File: config.mk
export PLATFORM = sky130hd
export DESIGN_NAME = rx_char_fifo
export DESIGN_NICKNAME = d
export VERILOG_FILES = /design/src/rtl/rxf_pkg.sv /design/src/rtl/rxf_flush_qual.sv /design/src/rtl/rxf_ptr_ctrl.sv /design/src/rtl/rxf_store.sv /design/src/rtl/rx_char_fifo.sv
export SDC_FILE = /design/constraint.sdc
export NUM_CORES = 1
export LEC_CHECK = 0
export ABC_AREA = 1
export CELL_PAD_IN_SITES_DETAIL_PLACEMENT = 2
export CELL_PAD_IN_SITES_GLOBAL_PLACEMENT = 2
export CORE_MARGIN = 2
export CORE_UTILIZATION = 42
export DETAILED_ROUTE_END_ITERATION = 10
export DONT_BUFFER_PORTS = 1
export MAX_ROUTING_LAYER = met4
export PLACE_DENSITY = 0.79
export SLEW_MARGIN = 10
export SYNTH_ARGS = -nofsm -noshare
export SYNTH_HDL_FRONTEND = slang
export SYNTH_SLANG_ARGS = --single-unit
File: constraint.sdc
create_clock -name clk -period 3.5 [get_ports clk]
set_input_delay 0 -clock clk [delete_from_list [all_inputs] [get_ports clk]]
set_output_delay 0 -clock clk [all_outputs]
set_load 0.005 [all_outputs]
File: src/rtl/rxf_pkg.sv
package rxf_pkg;
   typedef enum logic [1:0] {
      RXF_RUN  = 2'd0,
      RXF_WIPE = 2'd1,
      RXF_HOLD = 2'd2
   } rxf_state_e;
endpackage

File: src/rtl/rxf_flush_qual.sv
module rxf_flush_qual
   import rxf_pkg::*;
#(
   parameter int QUAL_CYCLES = 7
) (
   input  logic       clk,
   input  logic       rst_n,
   input  logic       flush_n,
   input  logic       fifo_on,
   input  logic       rd_en,
   input  logic       ce_n,
   output rxf_state_e state,
   output logic       start
);
   localparam int QW = $clog2(QUAL_CYCLES + 1);
   localparam logic [QW-1:0] LAST = QW'(QUAL_CYCLES - 1);

   logic [QW-1:0] qcnt_q;
   rxf_state_e    state_q;
   logic          qual_ok;

   assign qual_ok = !flush_n && fifo_on && !rd_en && !ce_n;
   assign start   = (state_q == RXF_RUN) && qual_ok && (qcnt_q == LAST);
   assign state   = state_q;

   always_ff @(posedge clk or negedge rst_n) begin
      if (!rst_n) begin
         state_q <= RXF_RUN;
         qcnt_q  <= '0;
      end else begin
         unique case (state_q)
            RXF_RUN: begin
               if (start) begin
                  state_q <= RXF_WIPE;
                  qcnt_q  <= '0;
               end else if (qual_ok) begin
                  qcnt_q  <= qcnt_q + 1'b1;
               end else begin
                  qcnt_q  <= '0;
               end
            end
            RXF_WIPE: begin
               state_q <= flush_n ? RXF_RUN : RXF_HOLD;
               qcnt_q  <= '0;
            end
            RXF_HOLD: begin
               if (flush_n) state_q <= RXF_RUN;
               qcnt_q <= '0;
            end
            default: begin
               state_q <= RXF_RUN;
               qcnt_q  <= '0;
            end
         endcase
      end
   end
endmodule

File: src/rtl/rxf_ptr_ctrl.sv
module rxf_ptr_ctrl
   import rxf_pkg::*;
#(
   parameter int DEPTH = 16,
   localparam int PW = (DEPTH > 1) ? $clog2(DEPTH) : 1,
   localparam int FW = $clog2(DEPTH + 1)
) (
   input  logic          clk,
   input  logic          rst_n,
   input  rxf_state_e    state,
   input  logic          start,
   input  logic          push_req,
   input  logic          pop_req,
   output logic [PW-1:0] wr_ptr,
   output logic [PW-1:0] rd_ptr,
   output logic [FW-1:0] fill,
   output logic          empty_n,
   output logic          push,
   output logic          pop
);
   localparam logic [FW-1:0] FULL_LVL = FW'(DEPTH);

   logic [PW-1:0] wr_q, rd_q, wr_inc, rd_inc;
   logic [FW-1:0] fill_q, fill_nxt;
   logic          empty_n_q;
   logic          running;

   generate
      if ((DEPTH & (DEPTH - 1)) == 0) begin : g_pow2
         assign wr_inc = wr_q + 1'b1;
         assign rd_inc = rd_q + 1'b1;
      end else begin : g_wrap
         assign wr_inc = (wr_q == PW'(DEPTH - 1)) ? '0 : wr_q + 1'b1;
         assign rd_inc = (rd_q == PW'(DEPTH - 1)) ? '0 : rd_q + 1'b1;
      end
   endgenerate

   assign running = (state == RXF_RUN) && !start;
   assign push    = running && push_req && (fill_q != FULL_LVL);
   assign pop     = running && pop_req && (fill_q != '0);

   always_comb begin
      fill_nxt = fill_q;
      if (start)
         fill_nxt = '0;
      else if (push && !pop)
         fill_nxt = fill_q + 1'b1;
      else if (pop && !push)
         fill_nxt = fill_q - 1'b1;
   end

   always_ff @(posedge clk or negedge rst_n) begin
      if (!rst_n) begin
         wr_q      <= '0;
         rd_q      <= '0;
         fill_q    <= '0;
         empty_n_q <= 1'b0;
      end else begin
         fill_q    <= fill_nxt;
         empty_n_q <= (fill_nxt != '0);
         if (start)
            rd_q <= '0;
         else if (pop)
            rd_q <= rd_inc;
         if (state == RXF_WIPE)
            wr_q <= '0;
         else if (push)
            wr_q <= wr_inc;
      end
   end

   assign wr_ptr  = wr_q;
   assign rd_ptr  = rd_q;
   assign fill    = fill_q;
   assign empty_n = empty_n_q;
endmodule

File: src/rtl/rxf_store.sv
module rxf_store #(
   parameter int WIDTH = 8,
   parameter int DEPTH = 16,
   localparam int PW = (DEPTH > 1) ? $clog2(DEPTH) : 1
) (
   input  logic             clk,
   input  logic             we,
   input  logic [PW-1:0]    waddr,
   input  logic [WIDTH-1:0] wdata,
   input  logic [PW-1:0]    raddr,
   output logic [WIDTH-1:0] rdata
);
   logic [WIDTH-1:0] mem_q [DEPTH];

   generate
      for (genvar i = 0; i < DEPTH; i++) begin : g_entry
         always_ff @(posedge clk) begin
            if (we && (waddr == PW'(i)))
               mem_q[i] <= wdata;
         end
      end
   endgenerate

   assign rdata = mem_q[raddr];
endmodule

File: src/rtl/rx_char_fifo.sv
module rx_char_fifo
   import rxf_pkg::*;
#(
   parameter int WIDTH       = 8,
   parameter int DEPTH       = 16,
   parameter int QUAL_CYCLES = 7
) (
   input  logic             clk,
   input  logic             rst_n,
   input  logic [WIDTH-1:0] wr_data,
   input  logic             wr_en,
   input  logic             rd_en,
   input  logic             ce_n,
   input  logic             fifo_on,
   input  logic             flush_n,
   output logic [WIDTH-1:0] rd_data,
   output logic             empty_n
);
   localparam int PW = (DEPTH > 1) ? $clog2(DEPTH) : 1;
   localparam int FW = $clog2(DEPTH + 1);

   generate
      if (WIDTH < 1) begin : g_bad_width
         $error("rx_char_fifo: WIDTH must be at least 1");
      end
      if (DEPTH < 2) begin : g_bad_depth
         $error("rx_char_fifo: DEPTH must be at least 2");
      end
      if (QUAL_CYCLES < 1) begin : g_bad_qual
         $error("rx_char_fifo: QUAL_CYCLES must be at least 1");
      end
   endgenerate

   rxf_state_e       state;
   logic             start;
   logic [PW-1:0]    wr_ptr, rd_ptr;
   logic [FW-1:0]    fill;
   logic             push, pop;
   logic [WIDTH-1:0] mem_rd;

   rxf_flush_qual #(.QUAL_CYCLES(QUAL_CYCLES)) u_qual (
      .clk     (clk),
      .rst_n   (rst_n),
      .flush_n (flush_n),
      .fifo_on (fifo_on),
      .rd_en   (rd_en),
      .ce_n    (ce_n),
      .state   (state),
      .start   (start)
   );

   rxf_ptr_ctrl #(.DEPTH(DEPTH)) u_ptr (
      .clk      (clk),
      .rst_n    (rst_n),
      .state    (state),
      .start    (start),
      .push_req (wr_en && fifo_on),
      .pop_req  (rd_en && fifo_on),
      .wr_ptr   (wr_ptr),
      .rd_ptr   (rd_ptr),
      .fill     (fill),
      .empty_n  (empty_n),
      .push     (push),
      .pop      (pop)
   );

   rxf_store #(.WIDTH(WIDTH), .DEPTH(DEPTH)) u_store (
      .clk   (clk),
      .we    (push),
      .waddr (wr_ptr),
      .wdata (wr_data),
      .raddr (rd_ptr),
      .rdata (mem_rd)
   );

   assign rd_data = fifo_on ? mem_rd : wr_data;
endmodule

==> impl_metrics.csv <==
group,metric,value,unit
synth,synth_compound_area_share,9.35,%
cts,cts.path.max_buffers,2,
route,drtIter0Drc,236,
grt,grt_antenna_before_repair,0,
cts,clk_pin_slew,60,ps
worst_setup_path,end_kind,"primary output",
finish,antennaDiodeCount,0,
timing,hold_viol,0,
synth,post_synth_xor_area_fraction,0.542,%
floorplan,fp-row-count,45,
synth,synth.area.mux_share,2.48,%
placed_design,hpwl,12600,microns
floorplan,coreArea,15100,sq um
cts,hold_buffers,14,
synth,yosys.area.top_type,"edfxtp_1",
worst_setup_path,worstPathArrival,2960,ps
timing,setup_viol,0,
route,viasPerCell,5.61,
timing,worstMarginPinSlew,951,ps
power,power_density,731,nW/um^2
synth,yosys_warnings,0,
synth,avgSynthCellArea,11.6,sq um
synth,syn_nets,580,
worst_setup_path,crit_type,"flip-flop to primary output",
timing,rsz0062_at_grt,"false",
cts,post_cts_buffers,0,
timing,slew_viol_final,0,
worst_setup_path,cp-start-kind,"flip-flop",
synth,synth_top_family_by_area,"simple AND/OR/NAND/NOR gates",
floorplan,start_util,42.7,%
grt,grt_max_degree,66,
grt,grt_overflow_total,0,
synth,synth_area_leaders,"edfxtp_1 59%, dfrtp_1 7.4%, nand2_1 6.4%",
route,routedWlPerCell,25.0,microns
floorplan,io_pins,24,
placed_design,globalplace.congestion,0.845,
cts,cts.sinks,147,
cts,cts_root_buf,"clkbuf_16",
worst_setup_path,crit_required,3500,ps
outcome,outcome,"completed",
flow_run,maxCapViolations,0,
power,vdd_drop_max,411,uV
finish,num-nets-final,592,
grt,grt_usage,25.9,%
synth,synthSimpleGateAreaFrac,14.7,%
power,p_leak,2.73,nW
cts,cts-buffers-inserted,17,
synth,syn_inst,555,
timing,fin_tns_setup,0,ps
route,vias,4308,
route,wl,19200,microns
floorplan,dieHeight,128,microns
route,final_antenna_net_count,0,
timing,relSlewSlack,36.4,%
cts,cts_tree,"yes",
min_path,hold_class,"input port to flip-flop",
worst_setup_path,worstPathMaxFanout,21,
placed_design,io_buffers,0,
timing,finalClockSkew,7.02,ps
power,power,5.36,mW
synth,yosysSeqAreaShare,66.8,%
floorplan,die-area,16400,sq um
timing,min_period,2960,ps
cts,clk_latency,440,ps
placed_design,dp_cells,722,
route,drc_errors,0,
synth,synthDistinctLibCells,35,
finish,post-route-util,48.5,%
finish,drive_above_1_share,10.5,%
finish,stdcell_count,768,
route,first_pass_iters,4,
grt,grt_pass1_vias,4753,
timing,max_freq,0.338,GHz
timing,min_period_over_period,84.6,%
synth,yosys_register_bits,147,
synth,netlist_area,6460,sq um
finish,syn2layout_area_growth,13.5,%
grt,grt_pass1_wl,29000,microns
synth,synth_adder_area_share,1.94,%
cts,cts_resized,0,
worst_setup_path,rrSetupSlack,980,ps
floorplan,fp.dieW,128,microns
synth,synth_top_area_share,59.5,%
cts,htreeDepth,4,
-- sequential cells by signal (all words and copies together), names as in the netlist --
name,cells
u_qual.state,2
u_qual.qcnt_q,3
u_ptr.fill,5
u_ptr.rd_ptr,4
u_store.mem_q,128
u_ptr.empty_n,1
u_ptr.wr_ptr,4
-- final timing paths --
check,endpoint,from,cells after the start
max in group asynchronous,u_ptr.rd_ptr[0],rst_n,1
hold / removal,u_ptr.rd_ptr[3],fifo_on,5
hold reg to reg,u_qual.qcnt_q[0],u_qual.qcnt_q[0],1
setup reg to reg,u_store.mem_q[15][4],u_ptr.fill[0],9
min in group asynchronous,u_qual.qcnt_q[0],rst_n,1
setup / recovery,rd_data[6],u_ptr.rd_ptr[1],5
-- cell usage after synthesis (all sizes together) --
master and count:
nor2 65, xnor2 3, o21a 1, mux2i 16, buf 18, o21ai 53
inv 35, edfxtp 128, nand4 6, or2 1, nand3 19, clkbuf 4
ha 10, o211ai 8, a21oi 32, nor3 3, nand2 114, clkinv 2
dfrtp 19, nand3b 1, o22ai 16, xor2 1
-- through the flow --
stage          setup slack (ps)  hold slack, ps  area (sq um)
4_1_cts                     518            25.7          7340
3_5_place_dp                954            -295          6580
3_3_place_gp               1140            -295          6580
2_1_floorplan              1470            -296          6460
6_report                    538            23.0          7340
5_1_grt                     329            96.0          7340
-- routing by layer --
| metal | share of wire, % | GRT usage, % |
|---|---|---|
| met1 | 40 | 29.1 |
| met2 | 56 | 47.1 |
| met3 | 2.9 | 5.01 |
| met4 | 1.4 | 7.43 |
| met5 | 0 | - |
-- critical path: stages (launching register included) --
cell	delay, ps
dfrtp_1	900
clkinv_1	710
o21ai_1	320
o22ai_1	100
a21oi_1	300
o21ai_1	200
-- cells by family (layout without fill, tap and decap cells) --
family / count (synthesis) / after routing
mux: 16 / 16
buf+inv: 59 / 84
xor+xnor: 4 / 4
flops: 147 / 147
compound gates: 110 / 110
simple gates: 209 / 209
fa+ha+maj: 10 / 10
-- final cells by class --
class	count	area, sq um
inverters	37	144
multi-input cells	349	1880
well taps	188	235
clock inverters	11	111
flip-flops and latches	147	4320
clock buffers	21	504
repair buffers	15	148
fillers	1491	7810
-- cell usage in the layout (no fill, tap or decap), types with 16 or more instances in the layout --
master	instances
o21ai_0	42
inv_1	27
dfrtp_1	18
clkbuf_16	20
edfxtp_1	128
nor2_1	59
nand2_1	110
a21oi_1	31
mux2i_1	16
o22ai_1	16
-- where the power goes --
part           leakage (nW)  switching [mW]  internal (mW)
Combinational          1.06           0.931          0.372
Clock                 0.296           0.747           1.11
Sequential             1.38           0.158           2.04
Total                  2.73            1.84           3.53
No activity file was read; power rests on OpenSTA's default activity.
